<file path="src/rtl/xacc_pkg.sv">
package xacc_pkg;

    parameter int WORD_W = 32;
    parameter int EXT_W  = 4;
    parameter int STAT_W = 16;
    localparam int ACC_W = WORD_W + EXT_W;

    // flag positions inside the status register
    localparam int FP_C = 0;
    localparam int FP_V = 1;
    localparam int FP_Z = 2;
    localparam int FP_N = 3;
    localparam int FP_U = 4;
    localparam int FP_E = 5;
    localparam int FP_L = 6;
    localparam int NUM_FLAGS = 7;

    typedef logic [ACC_W-1:0]  acc_t;
    typedef logic [WORD_W-1:0] word_t;
    typedef logic [STAT_W-1:0] stat_t;

    typedef struct packed {
        logic l;
        logic e;
        logic u;
        logic n;
        logic z;
        logic v;
        logic c;
    } flags_t;

    typedef struct packed {
        acc_t sum;
        logic cout;
        logic ovf;
    } add_res_t;

    typedef enum logic [1:0] {
        OP_IDLE = 2'd0,
        OP_EXEC = 2'd1,
        OP_LOAD = 2'd2
    } op_e;

    function automatic acc_t sign_ext(input word_t w);
        return {{EXT_W{w[WORD_W-1]}}, w};
    endfunction

    function automatic stat_t merge_flags(input stat_t old, input flags_t f);
        stat_t s;
        s       = old;
        s[FP_C] = f.c;
        s[FP_V] = f.v;
        s[FP_Z] = f.z;
        s[FP_N] = f.n;
        s[FP_U] = f.u;
        s[FP_E] = f.e;
        s[FP_L] = f.l;
        return s;
    endfunction

endpackage

</file>
<file path="src/rtl/xacc_adder.sv">
module xacc_adder
    import xacc_pkg::*;
(
    input  acc_t     acc_in,
    input  word_t    src_in,
    input  logic     cin,
    output add_res_t res
);
    localparam int SUM_W = ACC_W + 1;

    acc_t             addend;
    logic [SUM_W-1:0] wide;

    always_comb begin
        addend   = sign_ext(src_in);
        wide     = {1'b0, acc_in} + {1'b0, addend} + {{ACC_W{1'b0}}, cin};
        res.sum  = wide[ACC_W-1:0];
        res.cout = wide[ACC_W];
        res.ovf  = (acc_in[ACC_W-1] == addend[ACC_W-1]) &&
                   (wide[ACC_W-1] != acc_in[ACC_W-1]);
    end
endmodule

</file>
<file path="src/rtl/xacc_flag_gen.sv">
module xacc_flag_gen
    import xacc_pkg::*;
(
    input  add_res_t res,
    input  logic     l_prev,
    output flags_t   flags
);
    localparam int EXT_TOP = ACC_W - 1;
    localparam int EXT_BOT = WORD_W - 1;

    logic [EXT_TOP-EXT_BOT:0] ext_bits;

    always_comb begin
        ext_bits = res.sum[EXT_TOP:EXT_BOT];
        flags.c  = res.cout;
        flags.v  = res.ovf;
        flags.z  = (res.sum == '0);
        flags.n  = res.sum[ACC_W-1];
        flags.u  = (res.sum[WORD_W-1] == res.sum[WORD_W-2]);
        flags.e  = !((&ext_bits) || !(|ext_bits));
        flags.l  = l_prev | res.ovf;
    end
endmodule

</file>
<file path="src/rtl/xacc_adc_unit.sv">
module xacc_adc_unit
    import xacc_pkg::*;
(
    input  logic              clk,
    input  logic              rst,
    input  logic              exec_en,
    input  logic [WORD_W-1:0] src_word,
    input  logic              sat_mode,
    input  logic              acc_load_en,
    input  logic [ACC_W-1:0]  acc_load_val,
    input  logic              stat_load_en,
    input  logic [STAT_W-1:0] stat_load_val,
    output logic [ACC_W-1:0]  acc_out,
    output logic [STAT_W-1:0] stat_out
);
    acc_t     acc_q;
    stat_t    stat_q;
    add_res_t add_res;
    flags_t   new_flags;
    op_e      op;

    xacc_adder u_adder (
        .acc_in (acc_q),
        .src_in (src_word),
        .cin    (stat_q[FP_C]),
        .res    (add_res)
    );

    xacc_flag_gen u_flags (
        .res    (add_res),
        .l_prev (stat_q[FP_L]),
        .flags  (new_flags)
    );

    always_comb begin
        if (acc_load_en || stat_load_en) op = OP_LOAD;
        else if (exec_en)                op = OP_EXEC;
        else                             op = OP_IDLE;
    end

    always_ff @(posedge clk) begin
        if (rst) begin
            acc_q  <= '0;
            stat_q <= '0;
        end else begin
            unique case (op)
                OP_EXEC: begin
                    acc_q  <= add_res.sum;
                    stat_q <= merge_flags(stat_q, new_flags);
                end
                OP_LOAD: begin
                    if (acc_load_en)  acc_q  <= acc_load_val;
                    if (stat_load_en) stat_q <= stat_load_val;
                end
                default: ;
            endcase
        end
    end

    assign acc_out  = acc_q;
    assign stat_out = stat_q;

    // ---------------- assertions ----------------
    AST_RESET_CLEARS: assert property (@(posedge clk)
        rst |=> (acc_q == '0) && (stat_q == '0));

    AST_IDLE_HOLDS: assert property (@(posedge clk) disable iff (rst)
        (!exec_en && !acc_load_en && !stat_load_en) |=>
            ($stable(acc_q) && $stable(stat_q)));

    AST_N_MATCHES_ACC: assert property (@(posedge clk) disable iff (rst)
        (exec_en && !acc_load_en && !stat_load_en) |=>
            (stat_q[FP_N] == acc_q[ACC_W-1]));

    AST_Z_MATCHES_ACC: assert property (@(posedge clk) disable iff (rst)
        (exec_en && !acc_load_en && !stat_load_en) |=>
            (stat_q[FP_Z] == (acc_q == '0)));

    AST_L_STICKY: assert property (@(posedge clk) disable iff (rst)
        (stat_q[FP_L] && !stat_load_en) |=> stat_q[FP_L]);

    AST_UPPER_KEPT: assert property (@(posedge clk) disable iff (rst)
        (exec_en && !acc_load_en && !stat_load_en) |=>
            (stat_q[STAT_W-1:NUM_FLAGS] == $past(stat_q[STAT_W-1:NUM_FLAGS])));

    AST_LOAD_WINS: assert property (@(posedge clk) disable iff (rst)
        (acc_load_en && exec_en) |=> (acc_q == $past(acc_load_val)));

    AST_SAT_NO_EFFECT: assert property (@(posedge clk) disable iff (rst)
        (exec_en && sat_mode && !acc_load_en && !stat_load_en && add_res.ovf) |=>
            (stat_q[FP_V] && (acc_q[ACC_W-1] != $past(acc_q[ACC_W-1]))));
endmodule

</file>
<file path="config.mk">
export PLATFORM = sky130hd
export DESIGN_NAME = xacc_adc_unit
export DESIGN_NICKNAME = d
export VERILOG_FILES = /design/src/rtl/xacc_pkg.sv /design/src/rtl/xacc_adder.sv /design/src/rtl/xacc_flag_gen.sv /design/src/rtl/xacc_adc_unit.sv
export SDC_FILE = /design/constraint.sdc
export NUM_CORES = 1
export LEC_CHECK = 0
export BUFFER_PORTS_ARGS = -buffer_cell sky130_fd_sc_hd__buf_2
export CORE_UTILIZATION = 33
export DETAILED_ROUTE_END_ITERATION = 12
export PLACE_DENSITY = 0.65
export SLEW_MARGIN = 20
export SYNTH_ARGS = -nofsm -noshare
export SYNTH_HDL_FRONTEND = slang
export SYNTH_SLANG_ARGS = --single-unit
</file>
<file path="constraint.sdc">
create_clock -name clk -period 10.9 [get_ports clk]
set_clock_uncertainty 0.1 [all_clocks]
set_input_delay 2.18 -clock clk [delete_from_list [all_inputs] [get_ports clk]]
set_output_delay 2.18 -clock clk [all_outputs]
set_load 0.01 [all_outputs]
</file>
[Yosys cells after proc, flatten, opt, wreduce, memory -nomap -nowiden]
Cells that the tools add are included.
Word-level totals
  register bits after elaboration: 52
  bits of input ports: 90
  word-level logic and storage cells: 32
Cells by class
  add/subtract/negate cells: 2
  eq/ne operators: 7
  multiplexer cells: 6
  bitwise operators: 2
  reductions and logical operators: 12
Operators by type and width (count)
  36-bit one-hot mux with 2 select lines: 1
  36-bit by 36-bit adder with 37-bit output: 1
  37-bit by 1-bit adder with 37-bit output: 1
  36-bit zero test: 1
  36-bit two-way mux: 1
  16-bit one-hot mux with 2 select lines: 1
  16-bit two-way mux: 1
  5-bit AND reduction: 1
  5-bit OR reduction: 1
  2-bit != test, second input constant: 2
  2-bit AND reduction: 2
  3-bit AND reduction: 1
  1-bit == test: 2
  2-bit by 1-bit == test with 1-bit output, second input constant: 1
  2-bit == test, second input constant: 1
  1-bit zero test: 2
  1-bit logical OR: 2
  2-bit two-way mux: 1
  2-bit nonzero test: 1
  1-bit logical AND: 1
  1-bit two-way mux: 1
  1-bit != test: 1
  1-bit inverter: 1
  1-bit bitwise OR: 1

[Depth between registers and ports, before layout]
Gate-level depths: netlist of the first run.
  depth in word-level cells: 7
  mapped depth: 19
  gate-level depth less buffers: 19

[By module]
Synthesis of the first run repeated with hierarchy kept, for this count alone.
Second synthesis, totals
  cells, all modules: 585
  area total of the unflattened synthesis: 4858.4 µm²
By module, submodules not included
  xacc_adc_unit: instances 1, cells an instance 283, area an instance 2605.0 µm², sequential area each 1041.0 µm²
  xacc_adder: instances 1, cells an instance 278, area an instance 2090.8 µm², sequential area each 0.0 µm²
  xacc_flag_gen: instances 1, cells an instance 24, area an instance 162.7 µm², sequential area each 0.0 µm²

[Worst setup path after synthesis of the first run]
No wires, ideal clock.
  path type: input port to flip-flop
  start: input port src_word[0]
  end: register stat_q[2], in the netlist stat_out[2]
  library setup time: 96 ps
  arrival time: 5888 ps
  data required time: 10704 ps
  setup slack: 4817 ps
  cell stages on the path: 19
  path through: inv_1 -> fa_1 -> fa_1 -> nor2b_1 -> o211ai_2 -> a211oi_2 -> or3_4 -> o31a_4 -> a31oi_1 -> xor2_1 -> ha_1 -> and4_1 -> o211ai_1 -> a2111o_1 -> a2111oi_0 -> nand4_1 -> nor4_1 -> nand4b_1 -> o41ai_2
On the way
  cells in the longest elaborated chain, start to end: 4
Ends and longest elaborated chain
  start: declaration: RTL line xacc_adc_unit.sv:7  | input logic [WORD_W-1:0] src_word,
  36-bit by 36-bit adder with 37-bit output: RTL line xacc_adder.sv:16  | wide = {1'b0, acc_in} + {1'b0, addend} + {{ACC_W{1'b0}}, cin};
  37-bit by 1-bit adder with 37-bit output: RTL line xacc_adder.sv:16
  36-bit zero test: RTL line xacc_flag_gen.sv:17  | flags.z = (res.sum == '0);
  16-bit one-hot mux with 2 select lines: RTL line xacc_adc_unit.sv:46  | unique case (op)
  end signal: assignment: RTL line xacc_adc_unit.sv:49  | stat_q <= merge_flags(stat_q, new_flags);
  end signal: assignment: RTL line xacc_adc_unit.sv:53  | if (stat_load_en) stat_q <= stat_load_val;
  end: declaration: RTL line xacc_adc_unit.sv:17  | stat_t stat_q;
No other way between the ends. The select of a mux whose other input is x is not followed.
A chain may end at the register's enable or synchronous reset.

[Worst setup path after layout of the first run]
Same ends and word-level chain as after synthesis.

==> results.py, run 1 <==
metrics = {
    "layout": {
        "regArea_sq_mm": 0.001041,
        "n_antenna_cell": 0,
        "finalInstanceArea_sq_mm": 0.006091,
        "area_growth_syn_to_layout_pct": 17.39,
        "drive_gt1_share_pct": 23.08,
        "multi_input_area_sq_mm": 0.003809,
        "nets": 920,
        "fill_cells": 1639,
    },
    "yosys": {
        "yosys-top-cells-area": "dfxtp_1, ha_1, a21oi_1",
        "yosysMostFrequentCell": "nand2_1",
        "syn_area_sq_mm": 0.005189,
        "synthDistinctLibCells": 80,
        "synth_seq_area_share_pct": 20.06,
        "synth-async-reset-ratio_pct": 0,
        "synth_nets": 820,
        "synth_top_cells_by_count": "nand2_1, nor2_1, a21oi_1, dfxtp_1",
        "synthCells": 692,
        "syn_avg_cell_area_sq_um": 7.498,
        "synth_enable_flop_cells": 0,
        "synth_ff_type": "dfxtp_1",
        "synth_top_cell_area_share_pct": 20.06,
        "yosys_warnings": 0,
        "synth-seq-cells": 52,
        "synth_area_leader_cell": "dfxtp_1",
    },
    "grt": {
        "grt_max_degree": 48,
        "grt.total_usage_pct": 20.51,
        "antenna_found_initial": 0,
        "grt_pass1_vias": 5222,
        "grt_pass1_wl_microns": 26440,
        "grt-ovfl-total": 0,
    },
    "hold_path": {
        "min_path_type": "reg -> reg",
    },
    "routing": {
        "drtIter0Drc": 389,
        "firstDrtPassIters": 4,
        "avgRoutedWirePerCell_microns": 16.67,
        "viasPerCell": 5.642,
        "vias": 5665,
        "drc_errors": 0,
        "drtAntennaViolNets": 0,
        "routed_wl_microns": 16740,
    },
    "floorplanning": {
        "die_h_microns": 127.4,
        "die-area_sq_mm": 0.01623,
        "ioPinCount": 142,
        "start_util_pct": 34.01,
        "coreArea_sq_mm": 0.01526,
        "die_w_microns": 127.4,
        "std_cell_rows": 45,
    },
    "power_and_ir_drop": {
        "peakVddDrop_uv": 61.78,
        "power_density_mw_per_mm2": 114.8,
        "p_seq_share_pct": 31.1,
        "p_sw_w": 0.0002863,
        "p_leak_nw": 2.810,
        "power_frac_comb_pct": 43.8,
        "sw_frac_of_total_pct": 40.93,
        "total_power_w": 0.0006994,
        "p_clk_share_pct": 25.2,
        "intPower_w": 0.0004131,
    },
    "clock_network": {
        "clk_latency_ns": 0.31,
        "clock-sinks": 52,
        "clock-root-buffer": "clkbuf_16",
        "clk_pin_slew_ns": 0.08,
        "postCtsSetupBuffers": 0,
        "clock_path_buffers": 2,
        "htreeDepth": 2,
        "cts_resized": 0,
        "cts_tree": "built",
        "numCtsBuffers": 5,
        "postCtsHoldBufs": 0,
    },
    "placed_design": {
        "gp_congestion": 0.8800,
        "port_buffers": 140,
        "place_area_sq_mm": 0.005938,
        "dp_hpwl_microns": 12770,
    },
    "critical_path": {
        "worst-r2r-setup-slack_ns": 5.47,
        "worstSetupEndpoint": "stat_out[2]",
        "required_ns": 11.02,
        "regToRegEndpoint": "stat_out[2]",
        "crit_path_max_fanout": 5,
        "path_class": "in -> reg",
        "startpoint": "src_word[0]",
        "cp-end-kind": "flop",
        "worst_r2r_startpoint": "acc_out[0]",
        "critPathLaunchType": "input port",
        "ff2ff_path_depth": 19,
        "crit_arrival_ns": 7.14,
    },
    "run": {
        "cap_violations": 0,
    },
    "sta": {
        "finalSetupViolations": 0,
        "rsz0062_at_grt": "false",
        "relSlewSlack_pct": 37.76,
        "post-route-min-period_ns": 7.023,
        "tns_ns": 0,
        "hold_ws_ns": 0.3855,
        "drv_slew": 0,
        "clock.fmax_ghz": 0.1424,
        "period_share_pct": 64.43,
        "worstMarginPinSlew_ns": 0.9336,
        "hold_violations": 0,
    },
    "status": {
        "status": "completed",
    },
}
[sequential cells by signal (all words and copies together), names as in the netlist]
register and count:
acc_out 36, stat_out 16
[power by group through the flow]
stage / clock [W] / combinational (W) / sequential [W]
final: 0.000176 / 0.000306 / 0.000217
after global routing: 0.000188 / 0.000338 / 0.000219
after CTS: 0.000184 / 0.000303 / 0.000217
after detailed placement: 0 / 0.000301 / 0.000222
after global placement: 0 / 0.000299 / 0.000221
after floorplan: 0 / 0.000216 / 0.000225
[layout by cell type (no fill, tap or decap), types with 14 or more instances in the layout]
cell / Yosys / final
ha_1: 36 / 36
nor2_1: 68 / 67
mux2i_1: 14 / 14
inv_1: 25 / 25
dfxtp_1: 52 / 52
a21o_1: 15 / 15
nand3_1: 14 / 14
buf_2: 6 / 140
a211oi_1: 14 / 14
nand2_1: 69 / 69
o21ai_0: 36 / 36
nor3_1: 24 / 24
a21oi_1: 65 / 65
[routing by layer]
metal / vias to the layer above / share of wire [%] / global-route usage, %
li1: 2821 / - / -
met1: 2644 / 48 / 27.77
met2: 183 / 45 / 34.07
met3: 17 / 5.3 / 3.183
met4: 0 / 1.7 / 4.832
met5: - / 0 / 0
[final cells by class]
class                      instances  share of cell area (%)
clock inverter                     3                  0.4519
sequential                        52                   17.09
timing repair buffer             144                   12.00
tap                              211                   4.334
clock buffer                       5                   2.054
inverter                          25                   1.541
multi-input combinational        564                   62.53
[kinds of logic after synthesis]
| family | Yosys count | synth area share, % |
|---|---|---|
| AO/OA/AOI/OAI | 251 | 34.84 |
| XOR/XNOR | 15 | 2.532 |
| adder cells (fa/ha/maj) | 38 | 9.453 |
| buffers and inverters | 76 | 6.583 |
| flip-flops | 52 | 20.06 |
| multiplexers | 15 | 2.918 |
| AND/OR/NAND/NOR | 245 | 23.61 |
[stage by stage]
step | cells | util (%) | worst slack (ns)
after floorplan | 692 | - | 4.817
after global placement | 996 | 38.92 | 3.710
after detailed placement | 996 | 38.92 | 3.616
after CTS | 1004 | 39.92 | 3.931
after global routing | 1004 | 39.92 | 3.606
final | 1004 | 39.92 | 3.877
[worst min-delay path by stage]
stage | start | end | slack, ns | depth (start not counted)
after floorplan | stat_out[0] | stat_out[0] | 0.35 | 2
after global placement | stat_out[7] | stat_out[7] | 0.37 | 2
after detailed placement | stat_out[0] | stat_out[0] | 0.37 | 2
after CTS | stat_out[0] | stat_out[0] | 0.39 | 2
after global routing | stat_out[7] | stat_out[7] | 0.42 | 2
final | stat_out[0] | stat_out[0] | 0.39 | 2
[critical path, stage by stage]
cell and delay, ns:
buf_2 0.08, inv_1 0.05, fa_1 0.46, fa_1 0.43, nor2b_1 0.25, o211ai_2 0.17, a211oi_2 0.32, or3_4 0.20
o31a_4 0.18, a31oi_1 0.10, xor2_1 0.33, ha_1 0.25, and4_1 0.19, o211ai_1 0.11, a2111o_1 0.43, a2111oi_0 0.48
nand4_1 0.19, nor4_1 0.33, nand4b_1 0.20, o41ai_2 0.21
Note: power is estimated with default switching activity, not from simulation.
==> run 2, diff against run 1 <==
==> constraint.sdc (replaced) <==
create_clock -name clk -period 7.29 [get_ports clk]
set_clock_uncertainty 0.1 [all_clocks]
set_input_delay 1.458 -clock clk [delete_from_list [all_inputs] [get_ports clk]]
set_output_delay 1.458 -clock clk [all_outputs]
set_load 0.01 [all_outputs]
==> results.py, run 2 (synthesis results as in run 1) <==
metrics = {
    "sta": {
        "post-route-min-period_ns": 6.133,
        "hold_violations": 0,
        "finalSetupViolations": 0,
        "tns_ns": 0,
        "relSlewSlack_pct": 36.90,
        "worstMarginPinSlew_ns": 0.9464,
        "layout_setup_ws_ns": 1.157,
        "period_share_pct": 84.13,
        "drv_slew": 0,
        "rsz0062_at_grt": "false",
        "clock.fmax_ghz": 0.1631,
    },
    "critical_path": {
        "critPathLaunchType": "input port",
        "cp-end-kind": "flop",
        "path_class": "in -> reg",
        "crit_path_max_fanout": 5,
        "crit_arrival_ns": 6.26,
        "required_ns": 7.41,
    },
    "power_and_ir_drop": {
        "total_power_w": 0.001046,
        "power_density_mw_per_mm2": 171.7,
        "p_leak_nw": 2.810,
        "peakVddDrop_uv": 104.8,
    },
    "clock_network": {
        "clock-root-buffer": "clkbuf_16",
        "clk_latency_ns": 0.31,
        "clk_pin_slew_ns": 0.08,
        "clock-sinks": 52,
        "cts_resized": 0,
        "clock_path_buffers": 2,
        "postCtsHoldBufs": 0,
        "htreeDepth": 2,
        "numCtsBuffers": 5,
        "cts_tree": "built",
        "postCtsSetupBuffers": 0,
    },
    "grt": {
        "antenna_found_initial": 0,
        "grt-ovfl-total": 0,
        "grt_max_degree": 48,
        "grt_pass1_wl_microns": 26710,
        "grt_pass1_vias": 5269,
        "grt.total_usage_pct": 20.64,
    },
    "routing": {
        "drc_errors": 0,
        "firstDrtPassIters": 5,
        "routed_wl_microns": 16600,
        "avgRoutedWirePerCell_microns": 16.54,
        "vias": 5632,
        "drtAntennaViolNets": 0,
        "drtIter0Drc": 400,
        "viasPerCell": 5.610,
    },
    "placed_design": {
        "placed_cells": 996,
        "dp_hpwl_microns": 12670,
        "gp_congestion": 0.8838,
        "port_buffers": 140,
        "place_ws_ns": 0.9079,
    },
    "layout": {
        "nets": 920,
        "largest_register_ffs": 36,
        "multi_input_area_sq_mm": 0.003809,
        "final_common_cell": "buf_2",
        "area_growth_syn_to_layout_pct": 17.39,
        "fill_cells": 1629,
        "drive_gt1_share_pct": 23.08,
        "stdcell_count": 1004,
        "n_antenna_cell": 0,
        "regArea_sq_mm": 0.001041,
        "final_cell_mix": "buf_2, nand2_1, nor2_1",
        "finish.utilization_pct": 39.92,
    },
    "floorplanning": {
        "start_util_pct": 34.01,
        "die-area_sq_mm": 0.01623,
        "die_w_microns": 127.4,
        "coreArea_sq_mm": 0.01526,
        "std_cell_rows": 45,
        "ioPinCount": 142,
        "die_h_microns": 127.4,
    },
    "status": {
        "status": "completed",
    },
    "run": {
        "cap_violations": 0,
    },
    "hold_path": {
        "min_path_type": "reg -> reg",
    },
}
[run 2: cell counts in the layout (fill, tap and decap cells not counted)]
Identical to the previous run, type by type.
[run 2: worst paths after layout]
check,start,endpoint,slack (ns),depth (start not counted)
max,src_word[0],stat_out[2],1.16,20
min,stat_out[9],stat_out[9],0.39,2
max reg2reg,stat_out[0],stat_out[2],2.02,19
min reg2reg,stat_out[9],stat_out[9],0.39,2
[run 2: stage by stage]
| step | hold WS [ns] | instance area (sq um) |
|---|---|---|
| 6_report | 0.3946 | 6091 |
| 5_1_grt | 0.4214 | 6091 |
| 4_1_cts | 0.4011 | 6091 |
| 3_5_place_dp | 0.3811 | 5938 |
| 3_3_place_gp | 0.3705 | 5938 |
| 2_1_floorplan | 0.3453 | 5189 |
[run 2: layout make-up]
cell class                 instances  share of cell area [%]
clock inverter                     3                  0.4519
tap                              211                   4.334
clock buffer                       5                   2.054
sequential                        52                   17.09
timing repair buffer             144                   12.00
inverter                          25                   1.541
multi-input combinational        564                   62.53
[run 2: critical path, cell delays in order]
cell and delay [ns]:
buf_2 0.08, inv_1 0.04, fa_1 0.46, fa_1 0.43, nor2b_1 0.24, o211ai_2 0.17, a211oi_2 0.32, or3_4 0.20
o31a_4 0.18, a31oi_1 0.10, xor2_1 0.27, ha_1 0.25, and4_1 0.19, o211ai_1 0.10, a2111o_1 0.45, a2111oi_0 0.41
nand4_1 0.18, nor4_1 0.31, nand4b_1 0.20, o41ai_2 0.21
[run 2: routing by layer]
metal	GRT usage [%]	vias to the layer above	share of wire, %
li1	-	2815	-
met3	3.894	29	6.8
met1	27.91	2567	48
met2	33.01	221	43
met5	0	-	0
met4	6.583	0	2.4
[run 2: power breakdown]
part	total [W]	internal (W)	switching (W)	leakage, nW
Combinational	0.000459	0.000181	0.000278	2.31
Sequential	0.000325	0.000306	0.0000184	0.432
Clock	0.000263	0.000131	0.000132	0.0719
Total	0.00105	0.000618	0.000428	2.81
